--- src/rtl/rxr_pkg.sv ---
package rxr_pkg;
  typedef enum logic [3:0] {
    ST_IDLE, ST_FETCH, ST_WREQ, ST_WDESC, ST_RECV,
    ST_WDATA, ST_WSTAT, ST_WOWN, ST_DROP
  } rxr_state_e;

  localparam int DESC_BYTES = 8;
  localparam int OWN_BIT    = 0;
  localparam int WRAP_BIT   = 1;
  localparam int LEN_W      = 14;
  localparam int SOF_BIT    = 14;
  localparam int EOF_BIT    = 15;
endpackage

--- src/rtl/rx_word_pack.sv ---
module rx_word_pack #(
  parameter int LANES = 4
) (
  input  logic                     clk,
  input  logic                     rst,
  input  logic                     clr,
  input  logic                     take,
  input  logic [7:0]               din,
  output logic [8*LANES-1:0]       word,
  output logic [LANES-1:0]         be,
  output logic [$clog2(LANES)-1:0] lane
);
  always_ff @(posedge clk) begin
    if (rst || clr) begin
      word <= '0;
      be   <= '0;
      lane <= '0;
    end else if (take) begin
      word[8*lane +: 8] <= din;
      be[lane]          <= 1'b1;
      lane              <= lane + 1'b1;
    end
  end
endmodule

--- src/rtl/rx_ring_ptr.sv ---
module rx_ring_ptr #(
  parameter int AW   = 32,
  parameter int STEP = 8
) (
  input  logic          clk,
  input  logic          rst,
  input  logic          reload,
  input  logic          advance,
  input  logic          wrap,
  input  logic [AW-1:0] base,
  output logic [AW-1:0] ptr
);
  always_ff @(posedge clk) begin
    if (rst)
      ptr <= '0;
    else if (reload)
      ptr <= base;
    else if (advance)
      ptr <= wrap ? base : ptr + AW'(STEP);
  end
endmodule

--- src/rtl/rx_ring_writer.sv ---
module rx_ring_writer
  import rxr_pkg::*;
#(
  parameter int BUF_BYTES = 1536
) (
  input  logic        clk,
  input  logic        rst,
  input  logic        rx_en,
  input  logic [31:0] ring_base,
  input  logic        in_valid,
  input  logic        in_sof,
  input  logic        in_eof,
  input  logic [7:0]  in_data,
  output logic        in_ready,
  output logic        mem_req,
  output logic        mem_we,
  output logic [31:0] mem_addr,
  output logic [3:0]  mem_be,
  output logic [31:0] mem_wdata,
  input  logic [31:0] mem_rdata,
  output logic        nobuf
);
  localparam int CNT_W = $clog2(BUF_BYTES + 1);
  localparam logic [CNT_W-1:0] BUF_LIM = CNT_W'(BUF_BYTES);

  rxr_state_e       state;
  logic             rx_en_q;
  logic [31:0]      ptr;
  logic [29:0]      buf_addr;
  logic             wrap_q;
  logic [31:0]      wr_addr;
  logic [CNT_W-1:0] buf_cnt;
  logic [LEN_W-1:0] frm_len;
  logic             sof_pend, eof_seen, buf_done;
  logic [31:0]      pk_word;
  logic [3:0]       pk_be;
  logic [1:0]       pk_lane;

  logic take, reload, pk_take, pk_clr, last_in_buf;
  logic [CNT_W-1:0] buf_cnt_nx;
  logic [LEN_W-1:0] stat_len;

  always_comb begin
    case (state)
      ST_IDLE:          in_ready = !rx_en || !in_sof;
      ST_RECV, ST_DROP: in_ready = 1'b1;
      default:          in_ready = 1'b0;
    endcase
  end

  assign take        = in_valid && in_ready;
  assign reload      = rx_en && !rx_en_q;
  assign pk_take     = (state == ST_RECV) && take;
  assign pk_clr      = (state == ST_WDATA) || (state == ST_WDESC);
  assign buf_cnt_nx  = buf_cnt + 1'b1;
  assign last_in_buf = (buf_cnt_nx == BUF_LIM);
  assign stat_len    = eof_seen ? frm_len : LEN_W'(buf_cnt);

  rx_word_pack #(.LANES(4)) u_pack (
    .clk(clk), .rst(rst), .clr(pk_clr), .take(pk_take), .din(in_data),
    .word(pk_word), .be(pk_be), .lane(pk_lane)
  );

  rx_ring_ptr #(.AW(32), .STEP(DESC_BYTES)) u_ptr (
    .clk(clk), .rst(rst), .reload(reload), .advance(state == ST_WOWN),
    .wrap(wrap_q), .base(ring_base), .ptr(ptr)
  );

  always_ff @(posedge clk) begin
    if (rst) begin
      state <= ST_IDLE;   rx_en_q <= 1'b0;
      mem_req <= 1'b0;    mem_we <= 1'b0;   mem_addr <= '0;
      mem_be <= '0;       mem_wdata <= '0;  nobuf <= 1'b0;
      buf_addr <= '0;     wrap_q <= 1'b0;   wr_addr <= '0;
      buf_cnt <= '0;      frm_len <= '0;
      sof_pend <= 1'b0;   eof_seen <= 1'b0; buf_done <= 1'b0;
    end else begin
      rx_en_q <= rx_en;
      mem_req <= 1'b0;
      mem_we  <= 1'b0;
      nobuf   <= 1'b0;
      case (state)
        ST_IDLE: if (rx_en && in_valid && in_sof) begin
          sof_pend <= 1'b1;
          frm_len  <= '0;
          state    <= ST_FETCH;
        end
        ST_FETCH: begin
          mem_req  <= 1'b1;
          mem_addr <= ptr;
          mem_be   <= 4'hF;
          state    <= ST_WREQ;
        end
        ST_WREQ: state <= ST_WDESC;
        ST_WDESC: begin
          if (mem_rdata[OWN_BIT]) begin
            nobuf <= 1'b1;
            state <= ST_DROP;
          end else begin
            buf_addr <= mem_rdata[31:2];
            wrap_q   <= mem_rdata[WRAP_BIT];
            wr_addr  <= {mem_rdata[31:2], 2'b00};
            buf_cnt  <= '0;
            state    <= ST_RECV;
          end
        end
        ST_RECV: if (take) begin
          buf_cnt <= buf_cnt_nx;
          frm_len <= frm_len + 1'b1;
          if (pk_lane == 2'd3 || in_eof || last_in_buf) begin
            eof_seen <= in_eof;
            buf_done <= in_eof || last_in_buf;
            state    <= ST_WDATA;
          end
        end
        ST_WDATA: begin
          mem_req   <= 1'b1;
          mem_we    <= 1'b1;
          mem_addr  <= wr_addr;
          mem_wdata <= pk_word;
          mem_be    <= pk_be;
          wr_addr   <= wr_addr + 32'd4;
          state     <= buf_done ? ST_WSTAT : ST_RECV;
        end
        ST_WSTAT: begin
          mem_req   <= 1'b1;
          mem_we    <= 1'b1;
          mem_addr  <= ptr + 32'd4;
          mem_be    <= 4'hF;
          mem_wdata <= {16'd0, eof_seen, sof_pend, stat_len};
          state     <= ST_WOWN;
        end
        ST_WOWN: begin
          mem_req   <= 1'b1;
          mem_we    <= 1'b1;
          mem_addr  <= ptr;
          mem_be    <= 4'hF;
          mem_wdata <= {buf_addr, wrap_q, 1'b1};
          sof_pend  <= 1'b0;
          state     <= eof_seen ? ST_IDLE : ST_FETCH;
        end
        ST_DROP: if (take && in_eof) state <= ST_IDLE;
        default: state <= ST_IDLE;
      endcase
    end
  end

  assert_addr_align_R2: assert property (@(posedge clk) disable iff (rst)
    mem_req |-> (mem_addr[1:0] == 2'b00));

  assert_drop_owned_R3: assert property (@(posedge clk) disable iff (rst)
    $rose(nobuf) |-> $past(mem_rdata[OWN_BIT]));

  assert_drop_pulse_R3: assert property (@(posedge clk) disable iff (rst)
    nobuf |=> !nobuf);

  assert_buf_bound_R6: assert property (@(posedge clk) disable iff (rst)
    buf_cnt <= BUF_LIM);

  assert_reload_base_R8: assert property (@(posedge clk) disable iff (rst)
    $rose(rx_en) |=> (ptr == $past(ring_base)));
endmodule

--- config.mk ---
export PLATFORM = sky130hd
export DESIGN_NAME = rx_ring_writer
export DESIGN_NICKNAME = d
export VERILOG_FILES = /design/src/rtl/rxr_pkg.sv /design/src/rtl/rx_word_pack.sv /design/src/rtl/rx_ring_ptr.sv /design/src/rtl/rx_ring_writer.sv
export SDC_FILE = /design/constraint.sdc
export NUM_CORES = 1
export LEC_CHECK = 0
export ABC_AREA = 1
export ABC_CLOCK_PERIOD_IN_PS = 4300
export CAP_MARGIN = 20
export CORE_MARGIN = 4
export CORE_UTILIZATION = 40
export CTS_CLUSTER_SIZE = 16
export DETAILED_ROUTE_END_ITERATION = 10
export DONT_BUFFER_PORTS = 1
export PLACE_DENSITY_LB_ADDON = 0.05
export SYNTH_ARGS = -nofsm -noshare
export SYNTH_HDL_FRONTEND = slang
export SYNTH_SLANG_ARGS = --single-unit
--- constraint.sdc ---
create_clock -name clk -period 4.3 [get_ports clk]
set_input_delay 0.43 -clock clk [delete_from_list [all_inputs] [get_ports clk]]
set_output_delay 0.43 -clock clk [all_outputs]
set_load 0.05 [all_outputs]
==> run_results.csv <==
group,metric,value,unit
status,outcome,"complete, no violations",
detailed_routing,drt_wl_total,44500,µm
sta,fmax,343,MHz
sta,tns,0,ps
clock_tree,cts_hold_buf,7,
power_and_ir_drop,power_density,373,mW/mm²
detailed_routing,remaining_drc_errors,0,
global_routing,grt_max_degree,85,
cells_and_area,area_growth,9.30,%
clock_tree,clock_sinks,235,
critical_path,setup.worst_path.start_class,"flip-flop",
power_and_ir_drop,vdd_ir_drop_max,0.000288,V
clock_tree,cts_buffer_depth,3,
floorplanning,dieWidth,185,µm
detailed_routing,post_drt_wl_per_cell,19.8,µm
sta,worst_slack,1380,ps
placed_design,port_buffers,0,
global_routing,antenna_found_initial,0,
synth,syn_area,0.0126,mm²
synth,ys_warn_count,0,
clock_tree,clk_latency,570,ps
placed_design,routabilityCongestion,0.890,
power_and_ir_drop,p_sw,1.30,mW
detailed_routing,vias,12182,
global_routing,first_global_vias,11491,
detailed_routing,postRouteAntennaNets,0,
sta,slew_headroom,35.3,%
clock_tree,clk_pin_slew_worst_paths,60,ps
floorplanning,start_util,40.9,%
floorplanning,fp.dieH,185,µm
power_and_ir_drop,power.leakage,5.01,nW
sta,hold_viol,0,
power_and_ir_drop,internal_power,3.85,mW
sta,setup_viol,0,
synth,yosysTopAreaCell,"dfxtp_1",
synth,synth_ff_type,"dfxtp_1",
power_and_ir_drop,swShare,25.2,%
sta,finalCriticalPeriod,2920,ps
sta,finClkSkew,11.1,ps
global_routing,grt_overflow,0,
sta,rsz0062_at_grt,"no",
global_routing,grt_pass1_wl,68400,µm
sta,worstMarginPinSlew,969,ps
synth,synthesis.nets,1968,
placed_design,place_hpwl,33000,µm
critical_path,cp-end-kind,"flip-flop",
clock_tree,cts_resized,0,
power_and_ir_drop,power_frac_comb,5.5,%
sta,slew_viol_final,0,
synth,synth_top_area_share,37.3,%
floorplanning,num_rows,64,
detailed_routing,top_layer,"met4",
clock_tree,cts-root-buf,"clkbuf_16",
floorplanning,dieArea,0.0344,mm²
run,max_cap_viol_count,0,
detailed_routing,wl_met3,3580,µm
power_and_ir_drop,p_seq_share,45.2,%
synth,avgSynthCellArea,6.71,µm²
critical_path,crit_path_max_fanout,33,
floorplanning,ios,150,
clock_tree,cts_tree,"yes",
detailed_routing,wl_met1,20600,µm
global_routing,grt_usage,25.4,%
clock_tree,cts_buffers,29,
clock_tree,post_cts_buffers,0,
critical_path,crit_required,4800,ps
synth,ys_top_cells_by_area,"dfxtp_1 37%, nand2_1 12%, a21oi_1 7.5%, o21ai_0 7.1%, inv_1 5.9%",
min_path,min_path_type,"input port to flip-flop",
sta,period_share,67.8,%
critical_path,worstSetupPathType,"flip-flop to flip-flop",
clock_tree,htree_levels,1,
detailed_routing,vias_per_cell,5.41,
placed_design,place_ws,1440,ps
cells_and_area,nNetsFinal,1929,
synth,ys_seq_elements,235,
synth,synth_edf_count,0,
critical_path,cp.arrival,3420,ps
synth,synth_cells,1877,
power_and_ir_drop,p_clk_share,49.3,%
synth,ys_seq_area_share,37.3,%
detailed_routing,dr.pass1.iters,5,
floorplanning,core_area,0.0308,mm²
cells_and_area,antenna_cells,0,
detailed_routing,wl_met2,18900,µm
cells_and_area,n_fill_cell,3231,
synth,synthArstFlopShare,0,%
detailed_routing,drtIter0Drc,901,
cells_and_area,layout-drive-gt1-share,6.63,%
synth,yosys.cell_types.count,54,
-- routing by layer --
layer / global-route usage [%] / up-vias
met4: 7.55 / 0
met2: 38.3 / 357
met3: 6.16 / 69
met5: 0 / -
li1: - / 6150
met1: 36.1 / 5606
-- flip-flops by register name, indices dropped and copies added, names as in the netlist, 2 cells and up --
register and flops:
mem_be 4, frm_len 14, u_pack.lane 2, buf_addr 30, u_pack.be 4, buf_cnt 11
u_ptr.ptr 32, wr_addr 30, u_pack.word 32, mem_addr 32, mem_wdata 32, state 4
-- critical path, cell delays in order (launching register included) --
cell     delay, ps
dfxtp_1        380
inv_2           80
nand2_4        110
inv_2           70
nand2_1        390
inv_2          430
nor2_4         650
inv_2          290
o21ai_0        190
o22ai_1        130
o21ai_1        120
-- placed cells by master (no fill, tap or decap), types with 10 or more instances in the layout --
master / n
nand2_1: 410
dfxtp_1: 235
inv_1: 197
nor2_1: 197
a21oi_1: 189
o21ai_0: 178
nand3_1: 103
nor3_1: 36
clkbuf_16: 29
nand4_1: 23
a31oi_1: 20
inv_2: 17
o22ai_1: 17
o21ai_1: 16
o211ai_1: 15
xor2_1: 14
nor2_4: 13
ha_1: 13
nand2_2: 10
a22oi_1: 10
-- power groups by stage --
| stage | clock, mW | sequential [mW] | combinational [mW] |
|---|---|---|---|
| after global placement | 0 | 2.37 | 0.260 |
| after global routing | 2.67 | 2.33 | 0.319 |
| final | 2.54 | 2.32 | 0.284 |
| after floorplan | 0 | 2.34 | 0.221 |
| after CTS | 2.60 | 2.32 | 0.284 |
| after detailed placement | 0 | 2.37 | 0.264 |
-- through the flow --
step / hold slack, ps / std cells / power, mW / utilization, % / instance area, µm²
6_report: 25.9 / 2251 / 5.14 / 44.7 / 13800
3_5_place_dp: 443 / 2196 / 2.63 / 41.2 / 12700
5_1_grt: 31.6 / 2251 / 5.32 / 44.7 / 13800
2_1_floorplan: 424 / 1877 / 2.56 / - / 12600
4_1_cts: 0.817 / 2251 / 5.20 / 44.7 / 13800
3_3_place_gp: 438 / 2196 / 2.63 / 41.2 / 12700
-- final timing paths --
check | start | endpoint | slack [ps] | depth (start not counted)
worst max register to register | state[3] | mem_addr[12] | 1380 | 10
worst min-delay path | ring_base[21] | u_ptr.ptr[21] | 30 | 2
worst min register to register | buf_addr[24] | buf_addr[24] | 450 | 2
worst max-delay path | state[3] | mem_addr[12] | 1380 | 10
-- Yosys cell counts (14+ instances only) --
cell        n
nand2_1   410
inv_2      16
xor2_1     14
o22ai_1    17
nor3_1     36
o211ai_1   15
a21oi_1   189
a31oi_1    20
inv_1     198
nand3_1   103
nand4_1    23
buf_2      35
clkbuf_1   29
dfxtp_1   235
o21ai_0   178
o21ai_1    16
nor2_1    198
-- cell families (layout without fill, tap and decap cells) --
kind of cell | count (synthesis) | in the layout | share of synthesized area, %
XOR/XNOR | 16 | 16 | 1.11
AND/OR/NAND/NOR | 831 | 831 | 29.1
flip-flops | 235 | 235 | 37.3
AO/OA/AOI/OAI | 483 | 483 | 21.2
adder cells (fa/ha/maj) | 13 | 13 | 1.29
buffers and inverters | 299 | 277 | 9.94
-- final cells by class --
type / instances / area, µm² / share of cell area, %
multi-input cells: 1343 / 6650 / 48.3
flip-flops and latches: 235 / 4700 / 34.2
clock buffers: 42 / 855 / 6.20
inverters: 218 / 826 / 6.00
well taps: 396 / 495 / 3.60
clock inverters: 6 / 124 / 0.899
repair buffers: 11 / 118 / 0.854
No activity file was read; power rests on OpenSTA's default activity.
